--- config.mk ---
export PLATFORM = sky130hd
export DESIGN_NAME = aux_req_ctrl
export DESIGN_NICKNAME = d
export VERILOG_FILES = /design/src/rtl/aux_req_pkg.sv /design/src/rtl/aux_timeout.sv /design/src/rtl/aux_byte_pack.sv /design/src/rtl/aux_req_ctrl.sv
export SDC_FILE = /design/constraint.sdc
export NUM_CORES = 1
export LEC_CHECK = 0
export BUFFER_PORTS_ARGS = -buffer_cell sky130_fd_sc_hd__buf_2
export CAP_MARGIN = 15
export CORE_AREA = 2 2 166 168
export DETAILED_ROUTE_END_ITERATION = 7
export DIE_AREA = 0 0 168 170
export PLACE_DENSITY_LB_ADDON = 0.12
export SYNTH_ARGS = -nofsm -noshare
export SYNTH_HDL_FRONTEND = slang
export SYNTH_SLANG_ARGS = --single-unit
--- constraint.sdc ---
create_clock -name clk -period 3.63 [get_ports clk]
set_clock_uncertainty 0.2 [all_clocks]
set_input_delay 0.726 -clock clk [delete_from_list [all_inputs] [get_ports clk]]
set_output_delay 0.726 -clock clk [all_outputs]
set_load 0.02 [all_outputs]
--- src/rtl/aux_req_pkg.sv ---
package aux_req_pkg;
  localparam int BUSY_B  = 31;
  localparam int DONE_B  = 30;
  localparam int IE_B    = 29;
  localparam int TOERR_B = 28;
  localparam int TSEL_LO = 26;
  localparam int RXERR_B = 25;
  localparam int SIZE_LO = 20;
  localparam int PRE_LO  = 16;
  localparam int SIZE_W  = 5;
  localparam int PRE_W   = 4;
  localparam int DIV_W   = 11;
  localparam int TSEL_W  = 2;

  typedef struct packed {
    logic              busy;
    logic              done;
    logic              ie;
    logic              to_err;
    logic [TSEL_W-1:0] tsel;
    logic              rx_err;
    logic [SIZE_W-1:0] size;
    logic [PRE_W-1:0]  pre;
    logic [DIV_W-1:0]  div;
  } ctrl_t;

  function automatic logic [31:0] ctrl_word(ctrl_t c);
    return {c.busy, c.done, c.ie, c.to_err, c.tsel, c.rx_err, c.size, c.pre, 5'b0, c.div};
  endfunction
endpackage

--- src/rtl/aux_timeout.sv ---
module aux_timeout #(
  parameter int T0 = 400,
  parameter int T1 = 600,
  parameter int T2 = 800,
  parameter int T3 = 1600
) (
  input  logic       clk,
  input  logic       rst,
  input  logic       start,
  input  logic       run,
  input  logic       tick,
  input  logic [1:0] sel,
  output logic       expire
);
  localparam int M01  = (T0 > T1) ? T0 : T1;
  localparam int M23  = (T2 > T3) ? T2 : T3;
  localparam int MAXT = (M01 > M23) ? M01 : M23;
  localparam int CW   = $clog2(MAXT + 1);

  logic [CW-1:0] cnt_q;
  logic [CW-1:0] lim;

  always_comb begin
    case (sel)
      2'd0:    lim = CW'(T0);
      2'd1:    lim = CW'(T1);
      2'd2:    lim = CW'(T2);
      default: lim = CW'(T3);
    endcase
  end

  assign expire = run && tick && (cnt_q == lim - CW'(1));

  always_ff @(posedge clk) begin
    if (rst || start) cnt_q <= '0;
    else if (run && tick) cnt_q <= cnt_q + CW'(1);
  end
endmodule

--- src/rtl/aux_byte_pack.sv ---
module aux_byte_pack #(
  parameter int NB = 20,
  parameter int NW = (NB + 3) / 4
) (
  input  logic [8*NB-1:0] bytes_i,
  output logic [32*NW-1:0] words_o
);
  for (genvar w = 0; w < NW; w++) begin : g_word
    for (genvar l = 0; l < 4; l++) begin : g_lane
      if (4*w + l < NB) begin : g_used
        assign words_o[32*w + 8*(3-l) +: 8] = bytes_i[8*(4*w+l) +: 8];
      end else begin : g_pad
        assign words_o[32*w + 8*(3-l) +: 8] = 8'h00;
      end
    end
  end
endmodule

--- src/rtl/aux_req_ctrl.sv ---
module aux_req_ctrl
  import aux_req_pkg::*;
#(
  parameter int NBYTES = 20,
  parameter int AW     = 3,
  parameter int RLEN_W = 6,
  parameter int TO_0   = 400,
  parameter int TO_1   = 600,
  parameter int TO_2   = 800,
  parameter int TO_3   = 1600
) (
  input  logic                clk,
  input  logic                rst,
  input  logic                bus_wr,
  input  logic [AW-1:0]       bus_addr,
  input  logic [31:0]         bus_wdata,
  output logic [31:0]         bus_rdata,
  input  logic                us_tick,
  output logic                req_valid,
  output logic [SIZE_W-1:0]   req_len,
  output logic [8*NBYTES-1:0] req_data,
  output logic [PRE_W-1:0]    req_precharge,
  output logic [DIV_W-1:0]    req_clkdiv,
  input  logic                rsp_valid,
  input  logic                rsp_err,
  input  logic [RLEN_W-1:0]   rsp_len,
  input  logic [8*NBYTES-1:0] rsp_data,
  output logic                irq
);
  localparam int NWORDS = (NBYTES + 3) / 4;
  localparam logic [RLEN_W-1:0] NB_L = RLEN_W'(NBYTES);

  ctrl_t ctl_q, ctl_d;
  logic [7:0] dbuf [NBYTES];
  logic [8*NBYTES-1:0] byte_flat;
  logic [32*NWORDS-1:0] word_flat;
  logic start, accept, bad, fill, expire, ctl_wr, dat_wr;
  logic [31:0] rd_word;

  assign ctl_wr = !ctl_q.busy && bus_wr && (bus_addr == '0);
  assign dat_wr = !ctl_q.busy && bus_wr;
  assign start  = ctl_wr && bus_wdata[BUSY_B];
  assign accept = ctl_q.busy && rsp_valid;
  assign bad    = rsp_err || (rsp_len > NB_L);
  assign fill   = accept && !bad;

  aux_timeout #(.T0(TO_0), .T1(TO_1), .T2(TO_2), .T3(TO_3)) u_tmo (
    .clk(clk), .rst(rst), .start(start), .run(ctl_q.busy),
    .tick(us_tick), .sel(ctl_q.tsel), .expire(expire)
  );

  always_comb begin
    ctl_d = ctl_q;
    if (ctl_q.busy) begin
      if (accept) begin
        ctl_d.busy = 1'b0;
        ctl_d.done = 1'b1;
        if (bad) begin
          ctl_d.rx_err = 1'b1;
          ctl_d.size   = '0;
        end else begin
          ctl_d.size = rsp_len[SIZE_W-1:0];
        end
      end else if (expire) begin
        ctl_d.busy   = 1'b0;
        ctl_d.done   = 1'b1;
        ctl_d.to_err = 1'b1;
        ctl_d.size   = '0;
      end
    end else if (ctl_wr) begin
      ctl_d.busy   = bus_wdata[BUSY_B];
      ctl_d.done   = ctl_q.done   && !bus_wdata[DONE_B];
      ctl_d.to_err = ctl_q.to_err && !bus_wdata[TOERR_B];
      ctl_d.rx_err = ctl_q.rx_err && !bus_wdata[RXERR_B];
      ctl_d.ie     = bus_wdata[IE_B];
      ctl_d.tsel   = bus_wdata[TSEL_LO +: TSEL_W];
      ctl_d.size   = bus_wdata[SIZE_LO +: SIZE_W];
      ctl_d.pre    = bus_wdata[PRE_LO +: PRE_W];
      ctl_d.div    = bus_wdata[DIV_W-1:0];
    end
  end

  always_ff @(posedge clk) begin
    if (rst) begin
      ctl_q     <= '0;
      req_valid <= 1'b0;
      irq       <= 1'b0;
    end else begin
      ctl_q     <= ctl_d;
      req_valid <= start;
      irq       <= ctl_d.ie && ctl_d.done;
    end
  end

  for (genvar i = 0; i < NBYTES; i++) begin : g_byte
    localparam int WSEL = i / 4 + 1;
    localparam int LANE = 3 - (i % 4);
    always_ff @(posedge clk) begin
      if (rst) dbuf[i] <= 8'h00;
      else if (dat_wr && int'(bus_addr) == WSEL) dbuf[i] <= bus_wdata[8*LANE +: 8];
      else if (fill && RLEN_W'(i) < rsp_len) dbuf[i] <= rsp_data[8*i +: 8];
    end
    assign byte_flat[8*i +: 8] = dbuf[i];
  end

  aux_byte_pack #(.NB(NBYTES), .NW(NWORDS)) u_pack (
    .bytes_i(byte_flat), .words_o(word_flat)
  );

  always_comb begin
    rd_word = '0;
    if (bus_addr == '0) rd_word = ctrl_word(ctl_q);
    for (int k = 0; k < NWORDS; k++)
      if (int'(bus_addr) == k + 1) rd_word = word_flat[32*k +: 32];
  end

  always_ff @(posedge clk) begin
    if (rst) bus_rdata <= '0;
    else     bus_rdata <= rd_word;
  end

  assign req_data      = byte_flat;
  assign req_len       = ctl_q.size;
  assign req_precharge = ctl_q.pre;
  assign req_clkdiv    = ctl_q.div;
endmodule

==> results of run 1 <==
-- cells in the final DEF, fill, tap and decap left out, drive strengths merged, types with 3 or more instances in the layout --
cell type | netlist | layout
and3 | 5 | 5
nor4 | 4 | 4
clkbuf | 35 | 40
edfxtp | 160 | 160
inv | 9 | 12
a22oi | 5 | 5
a22o | 168 | 168
nor3 | 30 | 30
nor2b | 5 | 5
and2 | 5 | 5
xor2 | 3 | 3
xnor2 | 8 | 8
nand2 | 70 | 70
a221oi | 50 | 50
nand3 | 8 | 8
mux2 | 56 | 56
nand2b | 6 | 6
nor2 | 45 | 45
a31oi | 5 | 5
o21ai | 26 | 26
diode | 0 | 6
a21oi | 34 | 34
dfxtp | 72 | 72
clkinv | 0 | 5
o211ai | 5 | 5
buf | 57 | 465
or3 | 3 | 3
-- path summary, 6_finish.rpt --
kind	start	to	slack [ps]	cells past startpoint
max	ctl_q[26]	dbuf[4][23]	920	6
min	rsp_data[113]	dbuf[3][17]	260	2
max reg2reg	ctl_q[26]	dbuf[4][23]	920	6
min reg2reg	ctl_q[23]	ctl_q[23]	260	2
-- registers in the layout (all words and copies together) (netlist names) --
name	cells
bus_rdata	32
ctl_q	7
u_tmo.cnt_q	11
req_valid	1
req_precharge	4
irq	1
req_clkdiv	11
req_len	5
dbuf	160
-- critical path: cells and delay by family (launching register included) --
family	cells	cell delay [ps]
flops	1	450
compound gates	2	590
buf+inv	1	290
simple gates	3	1030
-- where the power goes --
| group | switching, mW | internal (mW) | total, mW |
|---|---|---|---|
| Combinational | 0.477 | 0.261 | 0.738 |
| Clock | 1.10 | 1.51 | 2.61 |
| Sequential | 0.0538 | 2.92 | 2.98 |
| Total | 1.63 | 4.69 | 6.32 |
-- cell type report --
cell class	count	area (um^2)
Fill cell	2382	12400
Clock buffer	40	754
Clock inverter	10	82.6
Multi-Input combinational cell	571	4260
Tap cell	341	427
Antenna cell	6	15.0
Inverter	9	33.8
Timing Repair Buffer	465	2440
Sequential cell	232	6250
-- logic make-up after synthesis --
logic type / after synthesis / synth area share (%)
fa+ha+maj: 1 / 0.114
compound gates: 311 / 23.0
xor+xnor: 11 / 0.876
flops: 232 / 56.8
buf+inv: 101 / 4.88
simple gates: 190 / 8.45
mux: 58 / 5.92
-- stage by stage --
| stage | cell area (um^2) | hold slack, ps | total power [mW] |
|---|---|---|---|
| after floorplan | 11000 | 231 | 3.39 |
| after global placement | 13400 | 246 | 3.76 |
| after detailed placement | 13400 | 254 | 3.77 |
| after CTS | 14200 | 249 | 6.35 |
| after global routing | 14300 | 254 | 6.51 |
| final | 14300 | 260 | 6.32 |
-- layer usage --
layer  global-route usage, %  vias up  wire length, um
met1                    37.2     4850            17700
li1                        -     4374                -
met5                       0        -                7
met2                    46.6      476            20000
met3                    4.60       70             2870
met4                    9.49        2             1210
==> summary.md, run 1 <==
| Metric | Value |
|---|---|
| Vias/cell | `5.84` |
| Crit Path Max Fanout | `10` |
| Io pins | `421` |
| Post-Syn Nets | `1112` |
| # setup viols final | `0` |
| Largest stage delay on the critical path | `~480 ps` |
| Routed via count | `approximately 9800` |
| Cells after Synth | `roughly 900` |
| Worst slew pin tran | `949 ps` |
| Avg Inst Size Synth | `approximately 12 um^2` |
| Die width | `about 170 um` |
| # nets final | `1514` |
| Resize count post-CTS | `0` |
| Die height | `170 um` |
| Layout cell share with drive strength beyond 1 | `a little over two fifths` |
| Max-cap viol count | `0` |
| Power per cell area | `between 400 and 500 nW/um^2` |
| Slew Limit Fails | `0` |
| Most frequent cell after synthesis | `a22o_1` |
| Worst skew pair latency | `between 500 and 600 ps` |
| Setup TNS | `0 ps` |
| Initial Util | `roughly two fifths` |
| Pre-CTS setup slack | `438 ps` |
| Post-Syn Area | `between 10000 and 15000 um^2` |
| Drt pass-1 iters | `5` |
| Cts bufs inserted | `27` |
| Cts hold-fix bufs | `0` |
| Ranking of synthesized cells by area | `edfxtp_1, a22o_1, dfxtp_1` |
| Pin count of the biggest net entering global routing | `55` |
| Unrepaired setup endpoints after global routing | `no` |
| Critical-path cell list | `and3b_1, o211a_1, nand2_1, buf_4, nor2_1, a22o_1` |
| Dpl hpwl | `approximately 30000 um` |
| Global-route wire length before repair | `59900 um` |
| Post-synth top cells | `a22o_1, edfxtp_1, dfxtp_1` |
| 1st-iter DRT viols | `just under 900` |
| Fmax | `~0.37 GHz` |
| Final core utilization | `between 50% and 60%` |
| Total track usage | `28.0%` |
| EDFF count, synth | `between 150 and 200` |
| Synth cell types | `59` |
| Overall routed net length | `about 42000 um` |
| Post-route ant nets | `0` |
| Critical path launch point type | `register` |
| Final min period | `between 2000 and 3000 ps` |
| GP Congestion | `between 0.8 and 0.9` |
| Area grow syn2layout | `29.6%` |
| CP Capture Type | `register` |
| Worst Path Required | `~3800 ps` |
| Antenna violations before repair | `7` |
| Worst hold path type | `primary input to register` |
| WP data arrival | `between 2000 and 3000 ps` |
| Post-CTS setup buffer count | `0` |
| Worst vdd ir | `360 uV` |
| Layout Cells excl Fill | `around 1700` |
| Async SR Flop Fraction | `0%` |
| CTS tree | `done` |
| Final Hold Viols | `0` |
| Post-synth top area share | `between 40% and 50%` |
| CTS Root Cell | `clkbuf_16` |
| PortBufs | `420` |
| Die ar. | `28600 um^2` |
| Drc violations | `0` |
| Rows | `60` |
| Prevailing post-synth register cell | `edfxtp_1` |
| Yosys reg bits | `232` |
| H-tree depth | `1` |
| Outcome | `finished, final reports clean` |
| CORE AREA | `between 20000 and 30000 um^2` |
| Ys Warns | `0` |
| Clock Sinks | `about 230` |
| CTS Buffer Depth | `3` |
| Number of global-route vias before repair | `about 9600` |
| Placed cells | `1618` |
| CP max-delay cell | `nor2_1` |
| Pleak | `between 6 and 7 nW` |
| Sequential-to-total area share from yosys stat | `56.8%` |
| Tcrit/Tclk final | `between 70% and 80%` |
| Yosys top cell by area | `edfxtp_1` |
| Final Worst Setup Slack | `925 ps` |
| Gr ovfl total | `0` |
| Post-DR wirelength/cell | `25.0 um` |
| Clock-pin slew on the worst setup and hold paths | `60 ps` |
| Crit Path Category | `register to register` |
| Slew HR | `a little over a third` |
No activity file was read; power rests on OpenSTA's default activity.
==> inputs of run 2 (changes only) <==
==> constraint.sdc (replaced) <==
create_clock -name clk -period 2.7 [get_ports clk]
set_clock_uncertainty 0.2 [all_clocks]
set_input_delay 0.54 -clock clk [delete_from_list [all_inputs] [get_ports clk]]
set_output_delay 0.54 -clock clk [all_outputs]
set_load 0.02 [all_outputs]
==> summary.md, run 2 (same netlist as run 1, synthesis figures left out) <==
| Metric | Value |
|---|---|
| Pin count of the biggest net entering global routing | `50 (-9.1%)` |
| Worst vdd ir | `477 uV (+33%)` |
| Layout cell share with drive strength beyond 1 | `45.2% (+1.5 points)` |
| Dpl cell area | `13700 um^2 (+1.9%)` |
| Critical-path cell list | `and3b_1, o211a_1, nand2_1, nor2_1, a22o_1` |
| Worst slew pin tran | `936 ps (-13.5 ps)` |
| CTS Buffer Depth | `3 (unchanged)` |
| Rows | `60 (unchanged)` |
| Setup TNS | `0 ps (unchanged)` |
| Antenna violations before repair | `8 (+1)` |
| Largest stage delay on the critical path | `680 ps (+200 ps)` |
| Max-cap viol count | `0 (unchanged)` |
| Initial Util | `41.3% (unchanged)` |
| H-tree depth | `1 (unchanged)` |
| Area of the multi-input gates | `4260 um^2 (unchanged)` |
| CP Capture Type | `register` |
| Number of global-route vias before repair | `9617 (+0.21%)` |
| Final core utilization | `54.6% (+1.1 points)` |
| Slew HR | `37.5% (+1.2 points)` |
| CTS Root Cell | `clkbuf_16` |
| Worst hold path type | `primary input to register` |
| Layout Cells excl Fill | `1701 (+1.6%)` |
| Fmax | `0.414 GHz (+12%)` |
| Regs by FF count | `dbuf (160), bus_rdata (32)` |
| Dpl hpwl | `30600 um (+1.9%)` |
| Die width | `168 um (unchanged)` |
| Vias/cell | `5.78 (-0.95%)` |
| Crit Path Category | `register to register` |
| Fin area | `14500 um^2 (+2.0%)` |
| Cts hold-fix bufs | `0 (unchanged)` |
| Global-route wire length before repair | `59800 um (-0.14%)` |
| CTS tree | `done` |
| Gr ovfl total | `0 (unchanged)` |
| Cts bufs inserted | `26 (-3.7%)` |
| Fill cells | `2377 (-0.21%)` |
| Die height | `170 um (unchanged)` |
| PortBufs | `420 (unchanged)` |
| CORE AREA | `26700 um^2 (unchanged)` |
| Resize count post-CTS | `0 (unchanged)` |
| Hold Worst Slack | `84.0 ps (-176 ps)` |
| Clock-pin slew on the worst setup and hold paths | `60 ps (about the same)` |
| Overall routed net length | `42000 um (+0.46%)` |
| Most common cell after layout, fill and taps aside | `buf_2` |
| Unrepaired setup endpoints after global routing | `no` |
| Worst skew pair latency | `540 ps (about the same)` |
| Worst Path Buf+Inv | `0 (-1)` |
| R2R setup slack | `280 ps (-640 ps)` |
| Drt pass-1 iters | `4 (-1)` |
| Top reg by flops | `dbuf` |
| Io pins | `421 (unchanged)` |
| Pleak | `6.37 nW (+2.8%)` |
| Critical path launch point type | `register` |
| Final min period | `2420 ps (-288 ps)` |
| WP data arrival | `2620 ps (-300 ps)` |
| Post-DR wirelength/cell | `24.7 um (-1.1%)` |
| # setup viols final | `0 (unchanged)` |
| Largest register FFs | `160 (unchanged)` |
| Power per cell area | `592 nW/um^2 (+34%)` |
| Placed cells | `1646 (+1.7%)` |
| Commonest cells after routing, fill and taps aside | `buf_2, a22o_1, edfxtp_1` |
| Worst Path Required | `2900 ps (-940 ps)` |
| Total track usage | `28.0% (about the same)` |
| Post-CTS setup buffer count | `0 (unchanged)` |
| Outcome | `finished, final reports clean` |
| Final Hold Viols | `0 (unchanged)` |
| # nets final | `1541 (+1.8%)` |
| Tcrit/Tclk final | `89.5% (+15 points)` |
| Crit Path Max Fanout | `9 (-1)` |
| CP max-delay cell | `nor2_1` |
| Area grow syn2layout | `32.3%` |
| GP Congestion | `0.889 (-0.19%)` |
| Drc violations | `0 (unchanged)` |
| 1st-iter DRT viols | `822 (-8.2%)` |
| Clock Sinks | `232 (unchanged)` |
| CP top delay family | `simple AND/OR/NAND/NOR gates` |
| Slew Limit Fails | `0 (unchanged)` |
| Routed via count | `9835 (+0.64%)` |
| Reg area | `6250 um^2 (unchanged)` |
| Die ar. | `28600 um^2 (unchanged)` |
| Post-route ant nets | `0 (unchanged)` |
[run 2: changes by cell type in the layout (fill, tap and decap cells not counted), moves of 3 or more]
cell	previous run	this run
clkinv_1	5	1
buf_12	0	4
buf_4	46	70
clkbuf_8	3	7
inv_6	3	0
[run 2: final cells by class]
cell class | instances | share of cell area [%]
repair buffers | 493 | 18.6
flip-flops and latches | 232 | 42.9
diodes | 7 | 0.120
clock buffers | 42 | 5.51
inverters | 9 | 0.232
multi-input cells | 571 | 29.3
well taps | 341 | 2.93
clock inverters | 6 | 0.421
[run 2: final timing paths]
kind            endpoint          start  cells past startpoint
max          dbuf[4][25]      ctl_q[26]                      5
min          dbuf[3][25]  rsp_data[121]                      2
max reg2reg  dbuf[4][25]      ctl_q[26]                      5
min reg2reg    ctl_q[23]      ctl_q[23]                      2
[run 2: routing by layer]
layer	vias up	wire length [um]	GRT usage [%]
met3	72	3140	4.53
met5	-	7	0
li1	4432	-	-
met2	494	20500	48.0
met1	4835	17200	36.6
met4	2	1130	8.28
[run 2: per-stage QoR]
stage	worst slack, ps	total power [mW]
floorplan	13.0	4.55
global placement	-10.9	5.09
detailed placement	-29.2	5.09
CTS	248	8.62
global route	129	8.83
finish	283	8.61
[run 2: power breakdown]
part           internal (mW)  switching, mW
sequential              3.93         0.0712
clock                   2.12           1.47
combinational          0.377          0.648
[run 2: worst reg2reg max path: cells and delay by family (launching register included)]
family	cells	cell delay (ps)
AND/OR/NAND/NOR	3	1180
flip-flops	1	450
AO/OA/AOI/OAI	2	450
